**src/rtl/fsyn_pkg.sv**
```systemverilog
package fsyn_pkg;

    localparam int REF_MAX = 16;

    typedef enum logic [1:0] {
        ST_IDLE  = 2'd0,
        ST_RUN   = 2'd1,
        ST_DRAIN = 2'd2
    } seq_state_e;

    // Reference ratio code, deliberately non-monotonic.
    function automatic int ref_ratio(input logic [1:0] code);
        case (code)
            2'b00:   return 4;
            2'b01:   return 16;
            2'b10:   return 8;
            default: return 12;
        endcase
    endfunction

endpackage

```
**src/rtl/fsyn_divider.sv**
```systemverilog
module fsyn_divider #(
    parameter int CNT_W = 12
) (
    input  logic             clk,
    input  logic             rst_n,
    input  logic             run,
    input  logic             tick,
    input  logic [CNT_W-1:0] ratio,
    output logic             pulse
);

    localparam logic [CNT_W-1:0] ONE = CNT_W'(1);

    typedef struct packed {
        logic [CNT_W-1:0] cnt;
        logic [CNT_W-1:0] ratio;
        logic             pulse;
    } div_s;

    div_s div_d, div_q;

    always_comb begin
        div_d       = div_q;
        div_d.pulse = 1'b0;
        if (!run) begin
            // held at reload of the live word
            div_d.cnt   = ratio - ONE;
            div_d.ratio = ratio;
        end else if (tick) begin
            if (div_q.cnt == '0) begin
                div_d.pulse = 1'b1;
                div_d.cnt   = ratio - ONE;
                div_d.ratio = ratio;
            end else begin
                div_d.cnt = div_q.cnt - ONE;
            end
        end
    end

    always_ff @(posedge clk or negedge rst_n) begin
        if (!rst_n) div_q <= '0;
        else        div_q <= div_d;
    end

    assign pulse = div_q.pulse;

    // the word in force changes only at a terminal count or while held
    p_word_hold_r9: assert property (@(posedge clk) disable iff (!rst_n)
        ($past(run) && !$past(tick && (div_q.cnt == '0))) |-> $stable(div_q.ratio));

    // the count never leaves the range of the ratio in force
    p_cnt_range_r1: assert property (@(posedge clk) disable iff (!rst_n)
        (run && (div_q.ratio != '0)) |-> (div_q.cnt < div_q.ratio));

endmodule

```
**src/rtl/fsyn_pfd.sv**
```systemverilog
module fsyn_pfd #(
    parameter int OVERLAP = 2
) (
    input  logic clk,
    input  logic rst_n,
    input  logic run,
    input  logic ref_pulse,
    input  logic main_pulse,
    output logic up,
    output logic dn
);

    localparam int OV_W = $clog2(OVERLAP + 1);
    localparam logic [OV_W-1:0] OV_LAST = OV_W'(OVERLAP - 1);
    localparam logic [OV_W-1:0] OV_ONE  = OV_W'(1);

    typedef struct packed {
        logic            up;
        logic            dn;
        logic [OV_W-1:0] ovl;
    } pfd_s;

    pfd_s pfd_d, pfd_q;

    always_comb begin
        pfd_d = pfd_q;
        if (!run) begin
            pfd_d = '0;
        end else if (pfd_q.up && pfd_q.dn) begin
            if (pfd_q.ovl == OV_LAST) begin
                pfd_d.up  = 1'b0;
                pfd_d.dn  = 1'b0;
                pfd_d.ovl = '0;
            end else begin
                pfd_d.ovl = pfd_q.ovl + OV_ONE;
            end
        end else begin
            if (ref_pulse)  pfd_d.up = 1'b1;
            if (main_pulse) pfd_d.dn = 1'b1;
        end
    end

    always_ff @(posedge clk or negedge rst_n) begin
        if (!rst_n) pfd_q <= '0;
        else        pfd_q <= pfd_d;
    end

    assign up = pfd_q.up;
    assign dn = pfd_q.dn;

    // the two requests always drop on the same edge
    p_up_falls_with_dn_r5: assert property (@(posedge clk) disable iff (!rst_n)
        $fell(pfd_q.up) |-> !pfd_q.dn);
    p_dn_falls_with_up_r5: assert property (@(posedge clk) disable iff (!rst_n)
        $fell(pfd_q.dn) |-> !pfd_q.up);

endmodule

```
**src/rtl/fsyn_core.sv**
```systemverilog
module fsyn_core #(
    parameter int MAIN_BASE = 2176,
    parameter int N_W       = 7,
    parameter int HI_W      = N_W - 1,
    parameter int SEL_W     = 2,
    parameter int OVERLAP   = 2
) (
    input  logic             clk,
    input  logic             rst_n,
    input  logic             enable,
    input  logic             main_tick,
    input  logic             ref_tick,
    input  logic [HI_W-1:0]  mdiv_hi,
    input  logic             mdiv_lsb,
    input  logic [SEL_W-1:0] ref_sel,
    output logic             pump_up,
    output logic             pump_dn
);
    import fsyn_pkg::*;

    localparam int MAIN_CW = $clog2(MAIN_BASE + (1 << N_W));
    localparam int REF_CW  = $clog2(REF_MAX + 1);

    logic [N_W-1:0]     n_word;
    logic [MAIN_CW-1:0] main_ratio;
    logic [REF_CW-1:0]  ref_ratio_w;
    logic               run;
    logic               main_pulse;
    logic               ref_pulse;

    assign n_word      = {mdiv_hi, mdiv_lsb};
    assign main_ratio  = MAIN_CW'(MAIN_BASE) + {{(MAIN_CW-N_W){1'b0}}, n_word};
    assign ref_ratio_w = REF_CW'(ref_ratio(ref_sel));

    typedef struct packed {
        seq_state_e state;
    } seq_s;

    seq_s seq_d, seq_q;

    always_comb begin
        seq_d = seq_q;
        case (seq_q.state)
            ST_IDLE:  if (enable) seq_d.state = ST_RUN;
            ST_RUN:   if (!enable) seq_d.state = ST_DRAIN;
            ST_DRAIN: if (!pump_up && !pump_dn && !ref_pulse && !main_pulse)
                          seq_d.state = ST_IDLE;
            default:  seq_d.state = ST_IDLE;
        endcase
    end

    always_ff @(posedge clk or negedge rst_n) begin
        if (!rst_n) seq_q <= '{state: ST_IDLE};
        else        seq_q <= seq_d;
    end

    assign run = (seq_q.state != ST_IDLE);

    fsyn_divider #(.CNT_W(MAIN_CW)) i_main_div (
        .clk   (clk),
        .rst_n (rst_n),
        .run   (run),
        .tick  (main_tick),
        .ratio (main_ratio),
        .pulse (main_pulse)
    );

    fsyn_divider #(.CNT_W(REF_CW)) i_ref_div (
        .clk   (clk),
        .rst_n (rst_n),
        .run   (run),
        .tick  (ref_tick),
        .ratio (ref_ratio_w),
        .pulse (ref_pulse)
    );

    fsyn_pfd #(.OVERLAP(OVERLAP)) i_pfd (
        .clk        (clk),
        .rst_n      (rst_n),
        .run        (run),
        .ref_pulse  (ref_pulse),
        .main_pulse (main_pulse),
        .up         (pump_up),
        .dn         (pump_dn)
    );

    // one cycle of idle leaves both requests low
    p_idle_quiet_r8: assert property (@(posedge clk) disable iff (!rst_n)
        $past(seq_q.state == ST_IDLE) |-> (!pump_up && !pump_dn));

    // idle is reached only after the requests have finished
    p_drain_done_r7: assert property (@(posedge clk) disable iff (!rst_n)
        ($past(seq_q.state == ST_DRAIN) && (seq_q.state == ST_IDLE))
            |-> ($past(!pump_up) && $past(!pump_dn)));

    // a start never begins with a request already pending
    p_clean_start_r6: assert property (@(posedge clk) disable iff (!rst_n)
        ($past(seq_q.state == ST_IDLE) && (seq_q.state == ST_RUN))
            |-> (!pump_up && !pump_dn && !main_pulse && !ref_pulse));

endmodule

```
**config.mk**
```make
export PLATFORM = sky130hd
export DESIGN_NAME = fsyn_core
export DESIGN_NICKNAME = d
export VERILOG_FILES = /design/src/rtl/fsyn_pkg.sv /design/src/rtl/fsyn_divider.sv /design/src/rtl/fsyn_pfd.sv /design/src/rtl/fsyn_core.sv
export SDC_FILE = /design/constraint.sdc
export NUM_CORES = 1
export LEC_CHECK = 0
export CAP_MARGIN = 30
export CORE_MARGIN = 2
export CORE_UTILIZATION = 40
export CTS_CLUSTER_SIZE = 24
export DETAILED_ROUTE_END_ITERATION = 16
export SETUP_SLACK_MARGIN = 0.15
export SLEW_MARGIN = 0
export SYNTH_ARGS = -nofsm -noshare
export SYNTH_HDL_FRONTEND = slang
export SYNTH_HIERARCHICAL = 1
export SYNTH_SLANG_ARGS = --single-unit
```
**constraint.sdc**
```tcl
create_clock -name clk -period 5.5 [get_ports clk]
set_clock_uncertainty 0.05 [all_clocks]
set_input_delay 1.1 -clock clk [delete_from_list [all_inputs] [get_ports clk]]
set_output_delay 1.1 -clock clk [all_outputs]
set_load 0.05 [all_outputs]
```
==> metrics.csv <==
stage,metric,value,unit
global_route,global route overflow,0,
yosys,Syn Inst Count,201,
power,switching portion of total power,35.6,%
power,Gate power share,28.0,%
yosys,number of synthesis warnings,6,
yosys,#FFs+latches synth,25,
layout,most used cells in the layout excluding fill and tap cells,"25 x dfrtp_1, 16 x nand2_1, 15 x inv_1, 15 x clkdlybuf4s50_1, 14 x conb_1",
floorplan,Die Footprint,0.00518,sq mm
yosys,"EDFF count, synth",0,
setup_path,sort of element at the end of the critical path,register,
setup_path,"Critical Path, Cell by Cell","clkdlybuf4s50_1, a41oi_1, a21oi_1, a311o_1",
floorplan,total core area,0.00441,sq mm
cts,clock tree from TritonCTS,done,
layout,net total in the final layout,251,
yosys,Post-synth top flop,dfrtp_1,
timing,Fin. Hold Viols,0,
power,clock share of power,22.9,%
global_route,global router's overall resource usage,16.8,%
layout,core occupancy in the finished layout,48.3,%
routing,DRT Wirelength,3910,um
power,Flop pwr share,49.2,%
layout,Inserted Diodes,0,
cts,worst skew pair latency,0.27,ns
cts,"Clk pin slew, worst setup/hold paths",0.10,ns
power,net switching power,181,uW
routing,total number of vias,1570,
placement,final RePlAce weighted congestion,0.825,
timing,time the worst path needs with I/O delays and setup,2.71,ns
yosys,synthesized area per cell,9.19,sq um
floorplan,initial cell density of the core,41.8,%
layout,synthesis-to-finish area growth,15.5,%
cts,number of sinks handled by clock tree synthesis,25,
placement,dpl hpwl,2990,um
flow_run,Max-cap violations,0,
yosys,Cell variety after synth,58,
setup_path,largest incremental delay on the critical path,0.74,ns
global_route,global-route wire length before repair,6910,um
power,leakage dissipation,0.000838,uW
power,power density relative to cell area,238,mW/mm^2
routing,routed length per instance,14.0,um
yosys,Post-Synthesis Cell Area,0.00185,sq mm
setup_path,library cell contributing the largest single delay on the critical path,a41oi_1,
placement,input/output buffers,15,
global_route,maximum number of pins on one net before global-route repair,27,
floorplan,num ports,16,
setup_path,crit start category,input pin,
layout,final non-filler cell total,280,
floorplan,standard-cell rows,24,
timing,Sum Neg Setup Slack,0,ns
layout,share of post-route cells with drive strength above 1,11.8,%
timing,smallest setup slack after layout,2.79,ns
cts,Post-CTS Hold Fix Bufs,0,
routing,remaining number of nets flagged by the antenna check after routing,0,
timing,setup repair after global routing missed its margin,no,
setup_path,buffering stage count on the worst path with inverters included,1,
routing,detailed-router iteration count before antenna repair,4,
cts,CTS root buf,clkbuf_8,
timing,hold slack final,0.436,ns
layout,most common library cell in the layout ignoring fill and taps,dfrtp_1,
timing,highest clock frequency the design can meet,0.369,GHz
cts,CTS Buffer Depth,2,
setup_path,required time of the critical path,5.61,ns
timing,Tcrit/Tclk final,49.3,%
run_status,run status,"complete, no violations",
cts,setup fix buffers added after clock tree synthesis,0,
yosys,sequential-to-total area share from yosys stat,33.9,%
cts,total clock buffers created by CTS,3,
timing,pin slew with the least headroom to its limit,0.835,ns
yosys,async set or reset register ratio after synthesis,100,%
worst_hold_path,Hold Crit Start,seq_q[1],
timing,number of pins exceeding their max-slew limit in the final report,0,
setup_path,cell family contributing the most delay on the critical path,compound AO/OA/AOI/OAI gates,
worst_hold_path,Hold Crit Class,reg2reg,
routing,First DRT Iteration DRCs,99,
floorplan,Die Width,71.9,um
routing,number of vias per cell,5.61,
timing,total setup violations reported at the end of the flow,0,
power,internal power consumption,328,uW
global_route,initial antenna violation count,0,
cts,post-cts gate resize count,0,
setup_path,kind of critical path,in2reg,
setup_path,critical path arrival,2.83,ns
routing,detailed-route DRC error count,0,
cts,count of H-tree levels built during CTS,1,
setup_path,maximum fanout along the worst path,12,
placement,Post-Place Worst Slack,2.56,ns
timing,worst slew margin relative to its limit,43.6,%
setup_path,crit path launch,main_tick,
placement,cell count after placement,276,
global_route,vias in the first global route,1463,
power,worst vdd rail ir drop,0.000102,V
setup_path,worst reg2reg startpoint,seq_q[1],
floorplan,chip height,71.9,um
==> area by class of cell <==
| type | instances | area, sq um |
|---|---|---|
| clock buffer | 3 | 41.3 |
| clock inverter | 1 | 8.76 |
| fill | 437 | 2280 |
| inverter | 15 | 56.3 |
| multi-input combinational | 168 | 1180 |
| sequential | 25 | 626 |
| tap | 52 | 65.1 |
| timing repair buffer | 16 | 158 |
==> layer usage <==
layer  vias to the layer above  GRT usage, %  share of wire, %
met3                         2          1.39               3.0
met4                         0          4.40              0.87
met5                         -             0                 0
li1                        800             -                 -
met1                       737          25.8                52
met2                        31          25.6                44
==> kinds of logic (layout without fill, tap and decap cells) <==
group           count (synthesis)  count (layout)  share of synthesized area, %
simple gates                   77              77                          27.1
compound gates                 56              56                          22.2
flops                          25              25                          33.9
buf+inv                        20              35                          4.74
xor+xnor                       11              11                          5.22
fa+ha+maj                       8               8                          5.42
other cells                     2              14                         0.407
mux                             2               2                          1.08
==> metrics by stage <==
stage	instance area, sq um	total power (uW)
floorplan	1890	349
global placement	2080	392
detailed placement	2080	394
CTS	2130	512
global route	2130	546
finish	2130	509
==> power groups by stage <==
| stage | clock, uW | combinational, uW | sequential (uW) |
|---|---|---|---|
| after floorplan | 0 | 108 | 242 |
| after CTS | 120 | 142 | 249 |
| after detailed placement | 0 | 141 | 253 |
| after global routing | 129 | 161 | 256 |
| after global placement | 0 | 139 | 253 |
| final | 116 | 142 | 250 |
==> path summary, 6_finish.rpt <==
kind	endpoint	slack, ns	cells past startpoint
setup / recovery	i_main_div/div_q[18]	2.79	4
hold reg to reg	seq_q[0]	0.44	1
setup reg to reg	i_main_div/div_q[18]	3.26	5
hold / removal	seq_q[0]	0.44	1
min in group asynchronous	seq_q[0]	1.14	2
max in group asynchronous	i_main_div/div_q[23]	4.00	2
==> cells in the mapped netlist (3+ instances only) <==
cell	instances	area share, %
a31o_2	4	1.9
nor2b_1	3	1.0
nand2_1	16	3.3
o21ai_0	10	2.7
nor3_1	10	2.7
inv_1	15	3.0
xor2_1	6	2.8
nor3b_1	3	1.2
xnor2_1	5	2.4
nand2b_1	3	1.0
ha_1	8	5.4
nand3_1	5	1.4
nor4_1	3	1.0
buf_2	4	1.1
nor2_1	9	1.8
a21oi_1	8	2.2
nand4_1	3	1.0
o211ai_1	5	2.0
dfrtp_1	25	34
o22ai_1	6	2.0
==> state kept, by name, summed over array words and instances, names as in the netlist <==
signal            cells
i_pfd/dn              1
i_ref_div/div_q       5
i_ref_div/pulse       1
i_main_div/pulse      1
i_pfd/pfd_q           2
seq_q                 2
i_pfd/up              1
i_main_div/div_q     12
(Power assumes the default switching activity.)
